==> src/rtl/irqc_pkg.sv <==
package irqc_pkg;
  // Register byte offsets
  localparam int OFS_IRQ_STA = 'h000;
  localparam int OFS_IRQ_SIG = 'h004;
  localparam int OFS_IRQ_EN  = 'h008;
  localparam int OFS_IRQ_CLR = 'h00C;
  localparam int OFS_FIQ_STA = 'h100;
  localparam int OFS_FIQ_SIG = 'h104;
  localparam int OFS_FIQ_EN  = 'h108;
  localparam int OFS_FIQ_CLR = 'h10C;
  localparam int OFS_SWI     = 'h200;
  // Source positions with fixed meaning
  localparam int POS_LOOP = 0;
  localparam int POS_PROG = 1;
  localparam int POS_LINE = 2;
  // Programmed-request register fields
  localparam int SWI_IRQ_BIT = 1;
  localparam int SWI_FIQ_BIT = 2;
endpackage

==> src/rtl/irqc_rst_sync.sv <==
module irqc_rst_sync (
  input  logic clk,
  input  logic rst_n,
  output logic rst_core_n
);
  logic stage1_q;
  logic stage2_q;

  always_ff @(posedge clk or negedge rst_n) begin
    if (!rst_n) begin
      stage1_q <= 1'b0;
      stage2_q <= 1'b0;
    end else begin
      stage1_q <= 1'b1;
      stage2_q <= stage1_q;
    end
  end

  assign rst_core_n = stage2_q;
endmodule

==> src/rtl/irqc_level.sv <==
module irqc_level #(
  parameter int N_SRC = 32
) (
  input  logic             clk,
  input  logic             rst_n,
  input  logic [N_SRC-1:0] set_v,
  input  logic [N_SRC-1:0] clr_v,
  input  logic [N_SRC-1:0] kill_v,
  input  logic [N_SRC-1:2] line_in,
  input  logic             prog_in,
  input  logic             loop_in,
  output logic [N_SRC-1:0] en_q,
  output logic [N_SRC-1:0] sig_o,
  output logic [N_SRC-1:0] sta_o,
  output logic             req_hi
);
  import irqc_pkg::*;

  localparam logic [N_SRC-1:0] BYPASS = N_SRC'(1) << POS_PROG;

  logic [N_SRC-1:0] en_d;
  logic             en_ce;

  // Next state: clear beats set, cross-level kill beats both
  always_comb begin
    en_d  = ((en_q | set_v) & ~clr_v) & ~kill_v;
    en_ce = |{set_v, clr_v, kill_v};
  end

  always_ff @(posedge clk or negedge rst_n) begin
    if (!rst_n) begin
      en_q <= '0;
    end else if (en_ce) begin
      en_q <= en_d;
    end
  end

  assign sig_o  = {line_in, prog_in, loop_in};
  assign sta_o  = sig_o & (en_q | BYPASS);
  // Request from positions 1 and up only; position 0 is added by the top
  assign req_hi = prog_in | (|(line_in & en_q[N_SRC-1:2]));
endmodule

==> src/rtl/irqc_regs.sv <==
module irqc_regs #(
  parameter int N_SRC  = 32,
  parameter int ADDR_W = 10
) (
  input  logic              clk,
  input  logic              rst_n,
  input  logic [ADDR_W-1:0] bus_addr,
  input  logic              bus_we,
  input  logic [N_SRC-1:0]  bus_wdata,
  input  logic [N_SRC-1:0]  irq_sta,
  input  logic [N_SRC-1:0]  irq_sig,
  input  logic [N_SRC-1:0]  irq_en,
  input  logic [N_SRC-1:0]  fiq_sta,
  input  logic [N_SRC-1:0]  fiq_sig,
  input  logic [N_SRC-1:0]  fiq_en,
  output logic [N_SRC-1:0]  irq_set,
  output logic [N_SRC-1:0]  irq_clr,
  output logic [N_SRC-1:0]  fiq_set,
  output logic [N_SRC-1:0]  fiq_clr,
  output logic              swi_irq,
  output logic              swi_fiq,
  output logic [N_SRC-1:0]  bus_rdata
);
  import irqc_pkg::*;

  logic       hit_irq_en, hit_irq_clr, hit_fiq_en, hit_fiq_clr, hit_swi;
  logic [1:0] swi_q, swi_d;
  logic       swi_ce;

  always_comb begin
    hit_irq_en  = bus_we && (bus_addr == ADDR_W'(OFS_IRQ_EN));
    hit_irq_clr = bus_we && (bus_addr == ADDR_W'(OFS_IRQ_CLR));
    hit_fiq_en  = bus_we && (bus_addr == ADDR_W'(OFS_FIQ_EN));
    hit_fiq_clr = bus_we && (bus_addr == ADDR_W'(OFS_FIQ_CLR));
    hit_swi     = bus_we && (bus_addr == ADDR_W'(OFS_SWI));
    irq_set = hit_irq_en  ? bus_wdata : '0;
    irq_clr = hit_irq_clr ? bus_wdata : '0;
    fiq_set = hit_fiq_en  ? bus_wdata : '0;
    fiq_clr = hit_fiq_clr ? bus_wdata : '0;
    swi_ce  = hit_swi;
    swi_d   = {bus_wdata[SWI_FIQ_BIT], bus_wdata[SWI_IRQ_BIT]};
  end

  always_ff @(posedge clk or negedge rst_n) begin
    if (!rst_n) begin
      swi_q <= '0;
    end else if (swi_ce) begin
      swi_q <= swi_d;
    end
  end

  assign swi_irq = swi_q[0];
  assign swi_fiq = swi_q[1];

  always_comb begin
    bus_rdata = '0;
    case (bus_addr)
      ADDR_W'(OFS_IRQ_STA): bus_rdata = irq_sta;
      ADDR_W'(OFS_IRQ_SIG): bus_rdata = irq_sig;
      ADDR_W'(OFS_IRQ_EN):  bus_rdata = irq_en;
      ADDR_W'(OFS_FIQ_STA): bus_rdata = fiq_sta;
      ADDR_W'(OFS_FIQ_SIG): bus_rdata = fiq_sig;
      ADDR_W'(OFS_FIQ_EN):  bus_rdata = fiq_en;
      ADDR_W'(OFS_SWI): begin
        bus_rdata[SWI_IRQ_BIT] = swi_q[0];
        bus_rdata[SWI_FIQ_BIT] = swi_q[1];
      end
      default: bus_rdata = '0;
    endcase
  end
endmodule

==> src/rtl/dual_irq_ctrl.sv <==
module dual_irq_ctrl #(
  parameter int N_SRC  = 32,
  parameter int ADDR_W = 10
) (
  input  logic              clk,
  input  logic              rst_n,
  input  logic [N_SRC-1:2]  periph_req,
  input  logic [ADDR_W-1:0] bus_addr,
  input  logic              bus_we,
  input  logic [N_SRC-1:0]  bus_wdata,
  output logic [N_SRC-1:0]  bus_rdata,
  output logic              irq_out,
  output logic              fiq_out
);
  logic             rst_core_n;
  logic [N_SRC-1:0] irq_set, irq_clr, fiq_set, fiq_clr;
  logic [N_SRC-1:0] irq_kill, fiq_kill;
  logic [N_SRC-1:0] irq_en, irq_sig, irq_sta;
  logic [N_SRC-1:0] fiq_en, fiq_sig, fiq_sta;
  logic             irq_req_hi, fiq_req_hi;
  logic             swi_irq, swi_fiq;

  irqc_rst_sync u_rst (
    .clk        (clk),
    .rst_n      (rst_n),
    .rst_core_n (rst_core_n)
  );

  irqc_regs #(.N_SRC(N_SRC), .ADDR_W(ADDR_W)) u_regs (
    .clk       (clk),
    .rst_n     (rst_core_n),
    .bus_addr  (bus_addr),
    .bus_we    (bus_we),
    .bus_wdata (bus_wdata),
    .irq_sta   (irq_sta),
    .irq_sig   (irq_sig),
    .irq_en    (irq_en),
    .fiq_sta   (fiq_sta),
    .fiq_sig   (fiq_sig),
    .fiq_en    (fiq_en),
    .irq_set   (irq_set),
    .irq_clr   (irq_clr),
    .fiq_set   (fiq_set),
    .fiq_clr   (fiq_clr),
    .swi_irq   (swi_irq),
    .swi_fiq   (swi_fiq),
    .bus_rdata (bus_rdata)
  );

  // Cross-level exclusion; a simultaneous set on both sides keeps the fast one
  assign irq_kill = fiq_set;
  assign fiq_kill = irq_set & ~fiq_set;

  irqc_level #(.N_SRC(N_SRC)) u_fiq (
    .clk     (clk),
    .rst_n   (rst_core_n),
    .set_v   (fiq_set),
    .clr_v   (fiq_clr),
    .kill_v  (fiq_kill),
    .line_in (periph_req),
    .prog_in (swi_fiq),
    .loop_in (fiq_out),
    .en_q    (fiq_en),
    .sig_o   (fiq_sig),
    .sta_o   (fiq_sta),
    .req_hi  (fiq_req_hi)
  );

  irqc_level #(.N_SRC(N_SRC)) u_irq (
    .clk     (clk),
    .rst_n   (rst_core_n),
    .set_v   (irq_set),
    .clr_v   (irq_clr),
    .kill_v  (irq_kill),
    .line_in (periph_req),
    .prog_in (swi_irq),
    .loop_in (fiq_out),
    .en_q    (irq_en),
    .sig_o   (irq_sig),
    .sta_o   (irq_sta),
    .req_hi  (irq_req_hi)
  );

  // Fast position 0 only echoes fiq_out, so it cannot add to fiq_out
  assign fiq_out = fiq_req_hi;
  assign irq_out = irq_req_hi | irq_sta[0];
endmodule

==> config.mk <==
export PLATFORM = sky130hd
export DESIGN_NAME = dual_irq_ctrl
export DESIGN_NICKNAME = d
export VERILOG_FILES = /design/src/rtl/irqc_pkg.sv /design/src/rtl/irqc_rst_sync.sv /design/src/rtl/irqc_level.sv /design/src/rtl/irqc_regs.sv /design/src/rtl/dual_irq_ctrl.sv
export SDC_FILE = /design/constraint.sdc
export NUM_CORES = 1
export LEC_CHECK = 0
export ABC_CLOCK_PERIOD_IN_PS = 13050
export CAP_MARGIN = 0
export CORE_ASPECT_RATIO = 2
export CORE_MARGIN = 2
export CORE_UTILIZATION = 58
export DETAILED_ROUTE_END_ITERATION = 8
export PLACE_DENSITY = 0.87
export REMOVE_ABC_BUFFERS = 1
export SLEW_MARGIN = 20
export SYNTH_ARGS = -nofsm -noshare
export SYNTH_HDL_FRONTEND = slang
export SYNTH_HIERARCHICAL = 1
export SYNTH_SLANG_ARGS = --single-unit
==> constraint.sdc <==
create_clock -name clk -period 13.05 [get_ports clk]
set_input_delay 3.915 -clock clk [delete_from_list [all_inputs] [get_ports clk]]
set_output_delay 3.915 -clock clk [all_outputs]
set_load 0.02 [all_outputs]
==> flow_summary.html <==
<table>
<tr><th>Metric</th><th>Value</th></tr>
<tr><th colspan="2">Outcome</th></tr>
<tr><td>Outcome</td><td>finished, final reports clean</td></tr>
<tr><th colspan="2">Min path</th></tr>
<tr><td>Hold Path Class</td><td>register to register</td></tr>
<tr><td>Launch point of the worst hold path</td><td>u_rst/stage1_q$_DFF_PN0_</td></tr>
<tr><td>Hold path depth</td><td>0</td></tr>
<tr><th colspan="2">GRT</th></tr>
<tr><td>First-pass GRT wire length</td><td>about 30 mm</td></tr>
<tr><td>Total routing usage reported by global routing</td><td>~33%</td></tr>
<tr><td>Vias in the first global route</td><td>6,142</td></tr>
<tr><td>Total overflow reported by the global router</td><td>0</td></tr>
<tr><td>Initial antenna violation count</td><td>0</td></tr>
<tr><td>Largest net degree at the start of global routing</td><td>67</td></tr>
<tr><th colspan="2">Logic synthesis</th></tr>
<tr><td>Register area share after synthesis</td><td>27.5%</td></tr>
<tr><td>Cell accounting for the most synthesized area</td><td>sky130_fd_sc_hd__dfrtp_1</td></tr>
<tr><td>Number of synthesized register bits</td><td>slightly below 70</td></tr>
<tr><td>EDFF count, synth</td><td>0</td></tr>
<tr><td>Primary FF master, synth</td><td>sky130_fd_sc_hd__dfrtp_1</td></tr>
<tr><td>Commonest cells in the synthesized netlist</td><td>sky130_fd_sc_hd__and2_1 (185), sky130_fd_sc_hd__nor2_1 (82), sky130_fd_sc_hd__dfrtp_1 (68), sky130_fd_sc_hd__nor3_1 (68), sky130_fd_sc_hd__buf_4 (66)</td></tr>
<tr><td>Number of warnings reported in the yosys synthesis log</td><td>6</td></tr>
<tr><td>Netlist cell types</td><td>52</td></tr>
<tr><td>Cell types with the largest area share after synthesis</td><td>sky130_fd_sc_hd__dfrtp_1 (28%), sky130_fd_sc_hd__and2_1 (19%), sky130_fd_sc_hd__buf_4 (8.0%)</td></tr>
<tr><td>Gate count of the mapped netlist</td><td>~750</td></tr>
<tr><td>Average footprint of a synthesized cell</td><td>a little over 8 sq um</td></tr>
<tr><td>Area share of the largest cell type after synthesis</td><td>between 20% and 30%</td></tr>
<tr><td>Share of flip-flops with an asynchronous set or reset</td><td>100%</td></tr>
<tr><td>Most common cell in the synthesized netlist</td><td>sky130_fd_sc_hd__and2_1</td></tr>
<tr><td>Synthesized cell area</td><td>6180 sq um</td></tr>
<tr><th colspan="2">STA</th></tr>
<tr><td>Number of setup violations in the final report</td><td>0</td></tr>
<tr><td>Top achievable clock speed</td><td>between 80 and 90 MHz</td></tr>
<tr><td>Final critical path time including I/O delays and setup</td><td>11,700 ps</td></tr>
<tr><td>Worst clock skew on the final layout</td><td>~5.2 ps</td></tr>
<tr><td>Worst-margin pin slew</td><td>about 1000 ps</td></tr>
<tr><td>Final clock period utilization by the worst path</td><td>around 90%</td></tr>
<tr><td>Final hold viol count</td><td>0</td></tr>
<tr><td>RSZ-0062 raised after global routing</td><td>no</td></tr>
<tr><td>Accumulated negative setup slack</td><td>0 ps</td></tr>
<tr><td>Final setup slack of the worst path</td><td>around 1300 ps</td></tr>
<tr><td>Worst slew margin relative to its limit</td><td>30.9%</td></tr>
<tr><td>Slew Viols, Final</td><td>0</td></tr>
<tr><th colspan="2">Worst setup path</th></tr>
<tr><td>Required time reported for the critical path endpoint</td><td>just over 9000 ps</td></tr>
<tr><td>Cells along the critical path</td><td>clkdlybuf4s50_1 &gt; and2_4 &gt; or4_1 &gt; or4_1 &gt; or4_1 &gt; and2_1 &gt; mux4_2 &gt; a22oi_1 &gt; nor2_1 &gt; clkdlybuf4s50_1</td></tr>
<tr><td>R2R depth</td><td>1</td></tr>
<tr><td>WP depth</td><td>10</td></tr>
<tr><td>Start point of the critical path</td><td>periph_req[24]</td></tr>
<tr><td>Peak per-stage delay on the critical path</td><td>around 600 ps</td></tr>
<tr><td>Startpoint Class</td><td>input pin</td></tr>
<tr><td>Critical Setup Path Class</td><td>input pin to primary output</td></tr>
<tr><td>Critical-path cell with the highest stage delay</td><td>sky130_fd_sc_hd__or4_1</td></tr>
<tr><td>Worst Path Arrival</td><td>just under 8000 ps</td></tr>
<tr><td>CP Buf/Inv Count</td><td>2</td></tr>
<tr><td>Critical path's most frequent cell</td><td>sky130_fd_sc_hd__or4_1</td></tr>
<tr><td>Worst reg2reg path startpoint</td><td>u_rst/rst_core_n$_DFF_PN0_</td></tr>
<tr><td>Cell type group with the largest total delay on the critical path</td><td>simple AND/OR/NAND/NOR gates</td></tr>
<tr><td>Maximum net fanout on the critical path</td><td>5</td></tr>
<tr><td>Critical path endpoint category</td><td>primary output</td></tr>
<tr><th colspan="2">Route</th></tr>
<tr><td>Wire per inst</td><td>20.8 um</td></tr>
<tr><td>Number of nets with antenna violations after routing</td><td>0</td></tr>
<tr><td>Via density</td><td>roughly 6.4</td></tr>
<tr><td>DRT Pass-1 Iters</td><td>5</td></tr>
<tr><td>Detailed Route Iter0 Violations</td><td>530</td></tr>
<tr><td>Final routed DRC violation total</td><td>0</td></tr>
<tr><td>Total routed wirelength</td><td>19.1 mm</td></tr>
<tr><td>Via count</td><td>between 5,000 and 6,000</td></tr>
<tr><th colspan="2">Placed design</th></tr>
<tr><td>Hpwl dp</td><td>around 14 mm</td></tr>
<tr><td>Post-Place Setup Slack</td><td>around 1400 ps</td></tr>
<tr><td>Quantity of I/O buffers inserted on ports</td><td>between 100 and 150</td></tr>
<tr><td>Placer congestion estimate</td><td>0.921</td></tr>
<tr><td>Cell area reported after detailed placement</td><td>roughly 7000 sq um</td></tr>
<tr><th colspan="2">Pwr</th></tr>
<tr><td>Leak Pwr</td><td>approximately 3.2 nW</td></tr>
<tr><td>Peak VDD IR</td><td>approximately 0.057 mV</td></tr>
<tr><td>Power per cell area</td><td>74.5 nW/um^2</td></tr>
<tr><th colspan="2">Finish</th></tr>
<tr><td>Ant. Diodes</td><td>0</td></tr>
<tr><td>Post-layout nets</td><td>about 850</td></tr>
<tr><td>Fraction of final layout cells with drive strength greater than 1</td><td>under 10%</td></tr>
<tr><td>Finished Cell Area</td><td>slightly above 7000 sq um</td></tr>
<tr><td>Area Overhead vs Synth</td><td>15.2%</td></tr>
<tr><th colspan="2">Floorplan</th></tr>
<tr><td>Starting Density</td><td>about 60%</td></tr>
<tr><td>Core ar.</td><td>approximately 10,000 sq um</td></tr>
<tr><td>I/O Pins</td><td>~110</td></tr>
<tr><td>Die extent in x</td><td>~77 um</td></tr>
<tr><td>Die Area</td><td>11,500 sq um</td></tr>
<tr><td>Floorplan die height</td><td>around 150 um</td></tr>
<tr><td>Cell row count</td><td>53</td></tr>
<tr><th colspan="2">Clocking</th></tr>
<tr><td>Depth of the CTS H-tree</td><td>3</td></tr>
<tr><td>Clock buffer count from CTS</td><td>9</td></tr>
<tr><td>Number of clock sinks seen by CTS</td><td>68</td></tr>
<tr><td>Later-pin clock latency in the skew report</td><td>340 ps</td></tr>
<tr><td>Clock tree from TritonCTS</td><td>built</td></tr>
<tr><td>Number of hold buffers added after CTS</td><td>0</td></tr>
<tr><td>Number of setup buffers added after CTS</td><td>0</td></tr>
<tr><td>Clock-pin slew of the registers on the worst-case setup and hold paths</td><td>~60 ps</td></tr>
<tr><td>Count of cells resized by post-cts repair</td><td>0</td></tr>
<tr><td>Maximum clock insertion buffer count</td><td>2</td></tr>
<tr><td>Clk root buf</td><td>sky130_fd_sc_hd__clkbuf_16</td></tr>
<tr><th colspan="2">Job</th></tr>
<tr><td>Max-capacitance violation count</td><td>0</td></tr>
</table>
[per-layer routing]
metal,vias to the layer above,global-route usage (%),wire (um)
li1,2631,-,-
met1,2779,35.5,6680
met2,354,57.8,9700
met3,105,4.70,1350
met4,0,26.8,1350
met5,-,0,0
[cells in the final DEF (no fill, tap or decap), types with 3 or more instances in the layout]
cell type                         instances
sky130_fd_sc_hd__o22ai_1                 14
sky130_fd_sc_hd__a2bb2oi_1                8
sky130_fd_sc_hd__mux4_2                   3
sky130_fd_sc_hd__a22o_1                   4
sky130_fd_sc_hd__a22oi_1                 13
sky130_fd_sc_hd__buf_4                   11
sky130_fd_sc_hd__and2_2                   4
sky130_fd_sc_hd__a21oi_1                  3
sky130_fd_sc_hd__o2bb2ai_1                3
sky130_fd_sc_hd__and3b_1                  3
sky130_fd_sc_hd__and2_1                 185
sky130_fd_sc_hd__dfrtp_1                 67
sky130_fd_sc_hd__nand2_1                  6
sky130_fd_sc_hd__nand3_1                  6
sky130_fd_sc_hd__a32oi_1                 22
sky130_fd_sc_hd__a221oi_1                 5
sky130_fd_sc_hd__nor3_4                   4
sky130_fd_sc_hd__clkbuf_16                9
sky130_fd_sc_hd__clkdlybuf4s50_1        107
sky130_fd_sc_hd__nor2_1                  82
sky130_fd_sc_hd__mux2_2                  22
sky130_fd_sc_hd__o21ai_0                  6
sky130_fd_sc_hd__mux2i_1                 29
sky130_fd_sc_hd__nor2b_1                 36
sky130_fd_sc_hd__or4_1                   19
sky130_fd_sc_hd__or2_2                    8
sky130_fd_sc_hd__o21a_1                   3
sky130_fd_sc_hd__nor3_1                  66
sky130_fd_sc_hd__clkbuf_8                 3
[cell families after synthesis]
| kind of cell | after synthesis | share of synthesized area (%) |
|---|---|---|
| AND/OR/NAND/NOR | 433 | 40.1 |
| AO/OA/AOI/OAI | 88 | 11.0 |
| buffers and inverters | 103 | 11.5 |
| other | 1 | 0.0607 |
| multiplexers | 54 | 9.80 |
| flip-flops | 68 | 27.5 |
[cell type report]
type,count,area (sq um)
clock buffers,13,270
clock inverters,2,10.0
fillers,887,3360
inverters,2,7.51
multi-input cells,576,3790
flip-flops and latches,68,1700
well taps,137,171
repair buffers,119,1160
[per-stage QoR]
step           hold slack, ps  instances  utilization (%)  total power [W]
6_report                  346        917             67.9         0.000530
5_1_grt                   355        917             67.9         0.000543
4_1_cts                   348        917             67.9         0.000530
3_5_place_dp              335        902             65.2         0.000300
3_3_place_gp              337        902             65.2         0.000297
2_1_floorplan             331        646                -         0.000250
[report_power, final]
part	internal, W	total [W]	switching, W
combinational	0.0000390	0.0000814	0.0000423
sequential	0.000214	0.000217	0.00000255
clock	0.000142	0.000232	0.0000895
[worst paths after layout]
| kind | to | slack [ps] |
|---|---|---|
| worst max-delay path | bus_rdata[0] | 1350 |
| worst min-delay path | u_rst/rst_core_n$_DFF_PN0_ | 350 |
| worst max register to register | u_irq/en_q[23]$_DFFE_PN0P_ | 11990 |
| worst min register to register | u_rst/rst_core_n$_DFF_PN0_ | 350 |
| max in group asynchronous | u_rst/rst_core_n$_DFF_PN0_ | 9190 |
| min in group asynchronous | u_fiq/en_q[26]$_DFFE_PN0P_ | 460 |
[registers in the layout, summed over array words and instances (netlist names)]
register and flops:
u_regs/swi_q 2, u_rst/rst_core_n 1, u_rst/stage1_q 1, u_irq/en_q 32, u_fiq/en_q 32
(Power assumes the default switching activity.)
